[src/rtl/serdac_pkg.sv]
`timescale 1ns/1ps
package serdac_pkg;
   localparam int CODE_W      = 14;
   localparam int SYNC_STAGES = 2;

   // serial pins carried through one synchronizer bank
   typedef struct packed {
      logic ldn;
      logic csn;
      logic sdi;
      logic sclk;
   } pins_t;

   localparam int   PINS_W    = $bits(pins_t);
   localparam pins_t PINS_IDLE = '{ldn: 1'b1, csn: 1'b1, sdi: 1'b0, sclk: 1'b0};

   typedef enum logic {
      UPD_STROBE = 1'b0,
      UPD_AUTO   = 1'b1
   } upd_mode_e;
endpackage

[src/rtl/serdac_sync_edge.sv]
`timescale 1ns/1ps
module serdac_sync_edge #(
   parameter int               W      = 1,
   parameter int               STAGES = 2,
   parameter logic [W-1:0]     IDLE   = '0
) (
   input  logic         clk,
   input  logic         rst_n,
   input  logic [W-1:0] d,
   output logic [W-1:0] lvl,
   output logic [W-1:0] rise,
   output logic [W-1:0] fall
);
   localparam int LAST = STAGES - 1;

   generate
      if (STAGES < 2) begin : g_bad_stages
         $error("serdac_sync_edge: STAGES must be at least 2");
      end
   endgenerate

   logic [W-1:0] chain [STAGES];
   logic [W-1:0] prev_q;

   generate
      for (genvar g = 0; g < STAGES; g++) begin : g_stage
         if (g == 0) begin : g_first
            always_ff @(posedge clk or negedge rst_n) begin
               if (!rst_n) chain[g] <= IDLE;
               else        chain[g] <= d;
            end
         end else begin : g_next
            always_ff @(posedge clk or negedge rst_n) begin
               if (!rst_n) chain[g] <= IDLE;
               else        chain[g] <= chain[g-1];
            end
         end
      end
   endgenerate

   always_ff @(posedge clk or negedge rst_n) begin
      if (!rst_n) prev_q <= IDLE;
      else        prev_q <= chain[LAST];
   end

   assign lvl  = chain[LAST];
   assign rise = chain[LAST] & ~prev_q;
   assign fall = ~chain[LAST] & prev_q;
endmodule

[src/rtl/serdac_shifter.sv]
`timescale 1ns/1ps
module serdac_shifter #(
   parameter int W = 14
) (
   input  logic         clk,
   input  logic         rst_n,
   input  logic         shift_en,
   input  logic         din,
   output logic [W-1:0] word
);
   generate
      if (W < 2) begin : g_bad_width
         $error("serdac_shifter: W must be at least 2");
      end
   endgenerate

   logic [W-1:0] sh_q;

   // deliberately not reset: contents persist across frames and reset
   always_ff @(posedge clk) begin
      if (shift_en) sh_q <= {sh_q[W-2:0], din};
   end

   assign word = sh_q;

   // without a qualified serial edge the register holds
   a_r10_idle_shift_hold: assert property (@(posedge clk) disable iff (!rst_n)
      !shift_en |=> $stable(sh_q));
endmodule

[src/rtl/serdac_update_ctrl.sv]
`timescale 1ns/1ps
module serdac_update_ctrl #(
   parameter int W          = 14,
   parameter bit HAS_STROBE = 1'b1
) (
   input  logic         clk,
   input  logic         rst_n,
   input  logic         auto_mode,
   input  logic         cs_lvl,
   input  logic         cs_rise,
   input  logic         cs_fall,
   input  logic         shift_en,
   input  logic         ld_fall,
   input  logic [W-1:0] word,
   output logic [W-1:0] code,
   output logic         upd
);
   import serdac_pkg::*;

   upd_mode_e mode;
   logic      got_q;
   logic      pend_q;
   logic      auto_load;
   logic      strobe_load;
   logic      load;
   logic [W-1:0] code_q;
   logic         upd_q;

   assign mode = (HAS_STROBE && !auto_mode) ? UPD_STROBE : UPD_AUTO;

   // a frame counts only if it clocked at least one bit
   always_ff @(posedge clk or negedge rst_n) begin
      if (!rst_n)                got_q <= 1'b0;
      else if (shift_en)         got_q <= 1'b1;
      else if (cs_fall | cs_rise) got_q <= 1'b0;
   end

   assign auto_load = (mode == UPD_AUTO) && cs_rise && got_q;

   generate
      if (HAS_STROBE) begin : g_strobe
         always_ff @(posedge clk or negedge rst_n) begin
            if (!rst_n)                    pend_q <= 1'b0;
            else if (mode == UPD_AUTO)     pend_q <= 1'b0;
            else if (ld_fall && !cs_lvl)   pend_q <= 1'b1;
            else if (cs_rise)              pend_q <= 1'b0;
         end
         assign strobe_load = (mode == UPD_STROBE) &&
                              ((ld_fall && cs_lvl) || (cs_rise && pend_q));
      end else begin : g_no_strobe
         assign pend_q      = 1'b0;
         assign strobe_load = 1'b0;
      end
   endgenerate

   assign load = auto_load | strobe_load;

   always_ff @(posedge clk or negedge rst_n) begin
      if (!rst_n) begin
         code_q <= '0;
         upd_q  <= 1'b0;
      end else begin
         upd_q <= load;
         if (load) code_q <= word;
      end
   end

   assign code = code_q;
   assign upd  = upd_q;

   // the code never moves without the update pulse
   a_r8_code_moves_with_pulse: assert property (@(posedge clk) disable iff (!rst_n)
      (code_q != $past(code_q)) |-> upd_q);

   // an empty frame in automatic mode makes no copy
   a_r5_empty_frame_no_load: assert property (@(posedge clk) disable iff (!rst_n)
      (mode == UPD_AUTO && cs_rise && !got_q) |=> !upd_q);

   // in strobed mode a closing select alone makes no copy
   a_r6_cs_alone_no_load: assert property (@(posedge clk) disable iff (!rst_n)
      (mode == UPD_STROBE && cs_rise && !pend_q && !ld_fall) |=> !upd_q);

   // a deferred strobe is only ever recorded inside an open frame
   a_r7_pend_only_in_frame: assert property (@(posedge clk) disable iff (!rst_n)
      $rose(pend_q) |-> $past(!cs_lvl));
endmodule

[src/rtl/serdac_front.sv]
`timescale 1ns/1ps
module serdac_front #(
   parameter int CODE_W      = serdac_pkg::CODE_W,
   parameter int SYNC_STAGES = serdac_pkg::SYNC_STAGES,
   parameter bit HAS_STROBE  = 1'b1
) (
   input  logic              clk,
   input  logic              rst_n,
   input  logic              sclk_i,
   input  logic              sdi_i,
   input  logic              csn_i,
   input  logic              ldn_i,
   input  logic              auto_upd_i,
   output logic [CODE_W-1:0] code_o,
   output logic              upd_o
);
   import serdac_pkg::*;

   pins_t pins_raw;
   pins_t pins_lvl;
   pins_t pins_rise;
   pins_t pins_fall;
   logic  shift_en;
   logic [CODE_W-1:0] word;

   assign pins_raw = '{ldn: ldn_i, csn: csn_i, sdi: sdi_i, sclk: sclk_i};

   serdac_sync_edge #(
      .W      (PINS_W),
      .STAGES (SYNC_STAGES),
      .IDLE   (PINS_IDLE)
   ) u_sync (
      .clk   (clk),
      .rst_n (rst_n),
      .d     (pins_raw),
      .lvl   (pins_lvl),
      .rise  (pins_rise),
      .fall  (pins_fall)
   );

   // data bit is taken from the same synchronizer stage as the clock edge
   assign shift_en = pins_rise.sclk & ~pins_lvl.csn;

   serdac_shifter #(
      .W (CODE_W)
   ) u_shift (
      .clk      (clk),
      .rst_n    (rst_n),
      .shift_en (shift_en),
      .din      (pins_lvl.sdi),
      .word     (word)
   );

   serdac_update_ctrl #(
      .W          (CODE_W),
      .HAS_STROBE (HAS_STROBE)
   ) u_ctrl (
      .clk       (clk),
      .rst_n     (rst_n),
      .auto_mode (auto_upd_i),
      .cs_lvl    (pins_lvl.csn),
      .cs_rise   (pins_rise.csn),
      .cs_fall   (pins_fall.csn),
      .shift_en  (shift_en),
      .ld_fall   (pins_fall.ldn),
      .word      (word),
      .code      (code_o),
      .upd       (upd_o)
   );

   // unused edge directions of the data and strobe pins
   logic unused_edges;
   assign unused_edges = ^{pins_rise.sdi, pins_fall.sdi, pins_rise.ldn,
                           pins_fall.sclk, pins_lvl.ldn, pins_lvl.sclk};
endmodule

[config.mk]
export PLATFORM = sky130hd
export DESIGN_NAME = serdac_front
export DESIGN_NICKNAME = d
export VERILOG_FILES = /design/src/rtl/serdac_pkg.sv /design/src/rtl/serdac_sync_edge.sv /design/src/rtl/serdac_shifter.sv /design/src/rtl/serdac_update_ctrl.sv /design/src/rtl/serdac_front.sv
export SDC_FILE = /design/constraint.sdc
export NUM_CORES = 1
export LEC_CHECK = 0
export BUFFER_PORTS_ARGS = -buffer_cell sky130_fd_sc_hd__buf_2
export CAP_MARGIN = 20
export CORE_MARGIN = 5
export CORE_UTILIZATION = 48
export CTS_CLUSTER_DIAMETER = 30
export DETAILED_ROUTE_END_ITERATION = 16
export GPL_ROUTABILITY_DRIVEN = 0
export HOLD_SLACK_MARGIN = 0.06
export PLACE_DENSITY = 0.69
export SYNTH_ARGS = -nofsm -noshare
export SYNTH_HDL_FRONTEND = slang
export SYNTH_SLANG_ARGS = --single-unit
[constraint.sdc]
create_clock -name clk -period 5.35 [get_ports clk]
set_clock_uncertainty 0.15 [all_clocks]
set_input_delay 0.8025 -clock clk [delete_from_list [all_inputs] [get_ports clk]]
set_output_delay 0.8025 -clock clk [all_outputs]
set_load 0.005 [all_outputs]
---- Word-level counts from Yosys, hierarchy flattened ----
Cells that the tools add are included.
cells by class
  add/sub/neg operators ................... 0
  $mul .................................... 0
  div/mod/pow operators ................... 0
  magnitude comparators ................... 0
  eq/ne operators ......................... 0
  shift operators ......................... 0
  multiplexer cells ....................... 6
  bitwise operators ....................... 9
  reduce and logical (&&, ||, !) cells .... 10
operator list
  operator           number
  $logic_and 1x1->1  6
  $mux 1             6
  $and 4x4->4        1
  $not 4->4          1
  $and 3x3->3        1
  $not 3->3          1
  $reduce_bool 3->1  1
  $not 1->1          2
  $or 1x1->1         2
  $reduce_bool 2->1  1
  $and 1x1->1        1
  $logic_not 1->1    1
  $logic_or 1x1->1   1
word-level totals
  register bits ........................... 43
  bits in latches ......................... 0
  bits in writable memories ............... 0
  bits in read-only memories .............. 0
  bits of input ports ..................... 7
  output and inout bits ................... 15
  word-level logic and storage cells ...... 33
  memories ................................ 0

---- Logic depth before layout (Yosys ltp) ----
Gate-level depths: netlist of run 1.
  depth in word-level cells ............... 6
  gate-level depth with buffers ........... 6
  depth with buffers taken out ............ 5

---- Hierarchy ----
A second synthesis of run 1 with hierarchy kept.
second synthesis, totals
  cell total of the unflattened synthesis .. 80
  area, all modules ....................... 1556.5 um2
by module, submodules not included
  module              instances  cells each  area each (um2)  sequential area each (um2)
  serdac_update_ctrl  1          41          714.4            425.4
  serdac_shifter      1          14          420.4            420.4
  serdac_sync_edge    1          24          407.9            307.8
  serdac_front        1          1           13.8             0.0

---- Worst setup path after synthesis of run 1 ----
OpenSTA, ideal clock, no wires.
  path kind ............................... register -> register
  start point ............................. register u_sync.chain, in the netlist u_sync.lvl[2]
  end point ............................... register u_shift.sh_q[0] (netlist: u_shift.word[0]), enable pin
  library setup time ...................... 0.409 ns
  arrival time ............................ 1.541 ns
  required time ........................... 4.791 ns
  slack ................................... 3.250 ns
  stages on the path, launching flop included .. 2
  path buffers ............................ 0
  clock period less this slack ............ 2.100 ns
  path through ............................ dfstp_2 nor3b_1
on the way
  word-level cells in the longest chain between the ends .. 2
RTL lines
  item                              RTL line                source
  start: declaration                serdac_sync_edge.sv:22  logic [W-1:0] chain [STAGES];
  start signal: indexed assignment  serdac_sync_edge.sv:35  else chain[g] <= chain[g-1];
  $not 1->1                         serdac_front.sv:42      assign shift_en = pins_rise.sclk & ~pins_lvl.csn;
  $and 1x1->1                       serdac_front.sv:42
  net shift_en                      serdac_front.sv:23      logic shift_en;
  end signal: assignment            serdac_shifter.sv:21    if (shift_en) sh_q <= {sh_q[W-2:0], din};
  end: declaration                  serdac_shifter.sv:17    logic [W-1:0] sh_q;
The timed path passes the listed nets, and every way through them passes these cells.
A chain may end at the register's enable or synchronous reset.

---- Worst setup path after layout of run 1 ----
  start point ............................. register u_sync.chain, in the netlist u_sync.lvl[2]
  end point ............................... register u_ctrl.code_q[0] (netlist: u_ctrl.code[0])
on the way
  word-level cells in the longest chain between the ends .. 5
  elaborated cells between the ends (all ways) .. 8
  classes of those cells .................. 2 x bitwise; 6 x reduce/logical
RTL lines
  item                    RTL line                  source
  $and 3x3->3             serdac_sync_edge.sv:47    assign rise = chain[LAST] & ~prev_q;
  $logic_and 1x1->1       serdac_update_ctrl.sv:49  ((ld_fall && cs_lvl) || (cs_rise && pend_q));
  $logic_or 1x1->1        serdac_update_ctrl.sv:49
  $logic_and 1x1->1       serdac_update_ctrl.sv:48  assign strobe_load = (mode == UPD_STROBE) &&
  $or 1x1->1 (*)          serdac_update_ctrl.sv:56  assign load = auto_load | strobe_load;
  end signal: assignment  serdac_update_ctrl.sv:64  if (load) code_q <= word;
  end: declaration        serdac_update_ctrl.sv:26  logic [W-1:0] code_q;
Mark *: on every way between the ends. The rest lies on a longest branch, timed or not.

==> results.json, run 1 <==
{
  "cts_setup_buffers": 0,
  "syn_area_mm2": 0.00143,
  "r2r-start": "u_sync.lvl[2]$_DFF_PN1_",
  "syn_nets": 77,
  "fin_setup_tns_ns": 0,
  "route.met3.wl_um": 107,
  "core_mm2": 0.00281,
  "vdd_drop_max_v": 0.000174,
  "die_w_um": 64.5,
  "criticalPathCategory": "reg -> reg",
  "drc": 0,
  "cp_top_family": "compound AO/OA/AOI/OAI gates",
  "drv_cap": 0,
  "grt_pass1_vias": 744,
  "power.density_mw_per_mm2": 394,
  "num_vias": 654,
  "cts_buffers": 5,
  "cts-root-buf": "clkbuf_4",
  "setup_viol": 0,
  "required_ns": 5.44,
  "nets": 105,
  "finalInstanceArea_mm2": 0.00165,
  "core.rowCount": 19,
  "grt_pass1_wl_mm": 3.57,
  "cts_sinks": 42,
  "drtIter0Drc": 25,
  "wire_per_inst_um": 15.3,
  "crit_arrival_ns": 2.22,
  "hpwl_mm": 1.28,
  "cp_slowest_cell": "dfstp_2",
  "yosysSeqAreaShare_pct": 79.1,
  "start_kind": "flip-flop",
  "cts.clk_slew.worst_paths_ns": 0.12,
  "multi_input_area_um2": 282,
  "crit_path_max_incr_delay_ns": 0.60,
  "fillCellCount": 233,
  "cts_resized": 0,
  "area_growth_pct": 15.7,
  "top_layer": "met4",
  "min_period_ns": 2.13,
  "htree_levels": 2,
  "hold_violations": 0,
  "ys_types": 17,
  "cts_tree": "built",
  "num_antenna_cells": 0,
  "placed_area_mm2": 0.00156,
  "drtPass1Iterations": 4,
  "worst_pin_slew_ns": 0.742,
  "leakagePower_uw": 0.000704,
  "grt_max_degree": 29,
  "die_h_um": 64.5,
  "ant_nets": 0,
  "fmax_ghz": 0.469,
  "cp-startpoint": "u_sync.lvl[2]$_DFF_PN1_",
  "initial_core_util_pct": 50.9,
  "cp_max_fo": 15,
  "die-area_mm2": 0.00416,
  "path_cells": "ha_1 > o21ai_2 > a22oi_4 > mux2_2",
  "clock_path_buffers": 2,
  "relSlewSlack_pct": 50.3,
  "slew_violations": 0,
  "yosysWarnings": 0,
  "rsz0062_at_grt": "no",
  "io_buffers": 21,
  "via_per_inst": 5.07,
  "insertion_delay_ns": 0.34,
  "crit_buf_inv": 0,
  "postCtsHoldBufs": 0,
  "synthCells": 69,
  "route.met2.wl_um": 892,
  "grt.overflow.total": 0,
  "layoutNonFillerInstCount": 129,
  "grt_use_total_pct": 11.8,
  "met1_length_um": 930,
  "drive_gt1_share_pct": 52.0,
  "dp.cells": 120,
  "status": "completed",
  "hp-start": "u_sync.chain[4]$_DFF_PN0_",
  "hold_path.class": "reg -> reg",
  "ys_seq_elements": 42,
  "avgSynthCellArea_um2": 20.7,
  "io_pins": 22,
  "critPathCaptureType": "flip-flop",
  "drt-total-wl_mm": 1.97,
  "seq_area_mm2": 0.00113,
  "timing.final.crit_share_pct": 39.8,
  "grt_antenna_before_repair": 0
}
## path summary, 6_finish.rpt
path	cells past startpoint	slack, ns	to
max	4	3.22	u_ctrl.code[0]$_DFFE_PN0P_
min	0	0.21	u_sync.lvl[0]$_DFF_PN0_
max reg2reg	4	3.22	u_ctrl.code[0]$_DFFE_PN0P_
min reg2reg	0	0.21	u_sync.lvl[0]$_DFF_PN0_
max in group asynchronous	1	4.36	u_ctrl.pend_q$_DFFE_PN0P_
min in group asynchronous	1	0.30	u_ctrl.code[10]$_DFFE_PN0P_
## logic make-up after synthesis
family	count (synthesis)	share of synthesized area [%]
AOI/OAI and AO/OA	4	2.98
adders and majority gates	1	0.876
buffers and inverters	3	1.58
DFF	42	79.1
muxes	14	13.4
and+or+nand+nor	5	2.10
## per-stage QoR
stage	hold WS (ns)	utilization, %	setup slack [ns]	total power [uW]
global route	0.219	58.9	3.08	685
CTS	0.212	58.5	3.20	660
finish	0.209	58.9	3.22	651
floorplan	0.181	-	3.25	426
global placement	0.184	55.7	3.10	460
detailed placement	0.186	55.7	3.07	463
## per-layer routing
metal | vias to the layer above | GRT usage (%)
li1 | 300 | -
met1 | 333 | 15.7
met2 | 16 | 16.2
met3 | 5 | 4.15
met4 | 0 | 7.92
met5 | - | 0
## cells in the final DEF (no fill, tap or decap)
cell,synthesis,layout
a21oi_1,1,1
nor3b_1,2,1
mux2_2,4,4
inv_1,2,2
buf_2,0,21
edfxtp_1,14,14
ha_1,1,1
clkbuf_1,0,1
mux2_1,1,1
bufinv_16,0,1
clkinvlp_4,0,1
clkbuf_4,0,5
dfrtp_1,22,22
a21o_1,1,1
buf_6,0,1
a22oi_4,1,1
nor3b_2,0,1
nand3b_1,1,1
nor2_1,1,1
nand2_1,1,1
mux2_4,9,9
o21ai_2,1,1
dfstp_2,6,6
## flip-flops by register name, summed over array words and instances (netlist names)
signal / flops
u_sync.lvl: 4
u_ctrl.code: 14
u_ctrl.pend_q: 1
u_ctrl.got_q: 1
u_sync.chain: 4
u_shift.word: 14
u_ctrl.upd: 1
u_sync.prev_q: 3
## report_power, final
part	total (uW)	switching [uW]	internal [uW]
clock network	196	97.7	98.6
logic	74.4	28.6	45.9
registers	380	15.6	365
## cell type report
cell class,instances,share of cell area [%]
flip-flops and latches,42,68.3
well taps,31,2.35
multi-input cells,24,17.0
inverters,2,0.455
clock inverters,2,2.27
repair buffers,22,7.05
clock buffers,6,2.50
## synth_stat cells
| master | instances | area share (%) |
|---|---|---|
| a22oi_4 | 1 | 1.5 |
| nand2_1 | 1 | 0.26 |
| buf_8 | 1 | 1.1 |
| ha_1 | 1 | 0.88 |
| inv_1 | 2 | 0.53 |
| mux2_4 | 9 | 9.5 |
| nand3b_1 | 1 | 0.53 |
| o21ai_2 | 1 | 0.61 |
| nor3b_1 | 2 | 1.1 |
| nor2_1 | 1 | 0.26 |
| a21o_1 | 1 | 0.53 |
| dfstp_2 | 6 | 11 |
| a21oi_1 | 1 | 0.35 |
| mux2_2 | 4 | 3.2 |
| dfrtp_1 | 22 | 39 |
| mux2_1 | 1 | 0.79 |
| edfxtp_1 | 14 | 29 |
(Power assumes the default switching activity.)
==> inputs of run 2 (changes only) <==
Settings changed: PLACE_DENSITY 0.69 to 0.72.
Clock period 5.35 ns to 1.8 ns, I/O delays scaled along.
==> results.json, run 2 (synthesized netlist as in run 1, its figures left out) <==
{
  "hold_path.class": "reg -> reg",
  "hpwl_mm": 1.46,
  "fmax_ghz": 0.572,
  "ant_nets": 0,
  "vdd_drop_max_v": 0.000651,
  "dp_slack_ns": 0.0311,
  "cts-root-buf": "clkbuf_4",
  "cts_tree": "built",
  "insertion_delay_ns": 0.35,
  "fillCellCount": 211,
  "core.rowCount": 19,
  "cp_max_fo": 10,
  "drtPass1Iterations": 2,
  "setup_viol": 0,
  "grt_pass1_wl_mm": 3.71,
  "core_mm2": 0.00281,
  "relSlewSlack_pct": 58.8,
  "num_vias": 689,
  "hp-start": "u_sync.chain[7]$_DFF_PN1_",
  "die_h_um": 64.5,
  "grt_pass1_vias": 739,
  "status": "completed",
  "worst_pin_slew_ns": 0.618,
  "grt_use_total_pct": 12.5,
  "io_pins": 22,
  "die_w_um": 64.5,
  "criticalPathCategory": "reg -> reg",
  "multi_input_area_um2": 297,
  "crit_arrival_ns": 1.84,
  "timing.final.crit_share_pct": 97.1,
  "seq_area_mm2": 0.00113,
  "drc": 0,
  "area_growth_pct": 23.8,
  "slew_violations": 0,
  "required_ns": 1.89,
  "power.density_mw_per_mm2": 1100,
  "drv_cap": 0,
  "drtIter0Drc": 24,
  "path_cells": "ha_4 > o21ai_2 > a22oi_4 > buf_12 > mux2_2",
  "htree_levels": 2,
  "cts_buffers": 5,
  "leakagePower_uw": 0.000760,
  "die-area_mm2": 0.00416,
  "grt.overflow.total": 0,
  "initial_core_util_pct": 50.9,
  "min_period_ns": 1.75,
  "rsz0062_at_grt": "yes",
  "wire_per_inst_um": 15.5,
  "start_kind": "flip-flop",
  "drive_gt1_share_pct": 53.7,
  "num_antenna_cells": 0,
  "cts_sinks": 42,
  "totalPowerFinal_uw": 1950,
  "grt_max_degree": 29,
  "mostFrequentLayoutCells": "22 x dfrtp_1, 21 x buf_2, 14 x edfxtp_1, 9 x mux2_4",
  "nets": 115,
  "layout_commonest_cell": "dfrtp_1",
  "setup_ws_ns": 0.0523,
  "fin_setup_tns_ns": 0,
  "crit_path_max_incr_delay_ns": 0.59,
  "placed_area_mm2": 0.00162,
  "r2r-start": "u_sync.lvl[2]$_DFF_PN1_",
  "clock_path_buffers": 2,
  "grt_antenna_before_repair": 0,
  "cp-startpoint": "u_sync.lvl[2]$_DFF_PN1_",
  "critPathCaptureType": "flip-flop",
  "via_per_inst": 4.96,
  "io_buffers": 21,
  "cp_slowest_cell": "dfstp_2",
  "drt-total-wl_mm": 2.16,
  "hold_violations": 0,
  "cts.clk_slew.worst_paths_ns": 0.11,
  "finalInstanceArea_mm2": 0.00177
}
## run 2: cell count changes in the layout (fill, tap and decap cells not counted), sizes merged
| cell | delta |
|---|---|
| clkinvlp | -1 |
| clkinv | +2 |
| clkbuf | -1 |
| dlygate4sd3 | +6 |
| buf | +4 |
## run 2: through the flow
stage,util (%),cells,hold slack (ns)
floorplan,-,69,-0.176
global placement,57.6,124,0.165
detailed placement,57.6,124,0.168
CTS,62.5,138,0.214
global route,63.0,139,0.217
finish,63.0,139,0.212
## run 2: power by group
group	internal [uW]	switching [uW]	total (uW)
Sequential	1080	48.0	1130
Combinational	155	87.8	243
Clock	288	283	570
Total	1530	418	1950
## run 2: what timing repair did
action,4_1_cts,5_1_grt
gates resized for setup,0,2
endpoints found under the setup margin,0,10
hold buffers,6,0
endpoints found under the hold margin,27,0
buffers inserted,0,1
## run 2: area by class of cell
cell class	instances	area share (%)
Sequential cell	42	63.8
Clock inverter	3	2.26
Multi-Input combinational cell	24	16.8
Timing Repair Buffer	32	12.4
Clock buffer	5	2.12
Inverter	2	0.425
Tap cell	31	2.19
## run 2: critical path: cells and delay by family (launching register included)
family,cells,cell delay (ns)
DFF,1,0.59
AOI/OAI and AO/OA,2,0.27
muxes,1,0.33
buffers and inverters,1,0.16
adders and majority gates,1,0.16
## run 2: final timing paths
path                                                to  slack (ns)  cells after the start
min in group asynchronous   u_ctrl.code[4]$_DFFE_PN0P_        0.31                      2
hold / removal                 u_sync.lvl[3]$_DFF_PN1_        0.21                      0
max in group asynchronous      u_sync.lvl[0]$_DFF_PN0_        0.78                      2
setup / recovery           u_ctrl.code[13]$_DFFE_PN0P_        0.05                      5
setup reg to reg           u_ctrl.code[13]$_DFFE_PN0P_        0.05                      5
hold reg to reg                u_sync.lvl[3]$_DFF_PN1_        0.21                      0
## run 2: routing by layer
layer | track usage, % | part of all wire [%]
met3 | 6.04 | 7.2
met5 | 0 | 0
met4 | 6.33 | 1.7
met2 | 16.6 | 45
met1 | 17.1 | 46
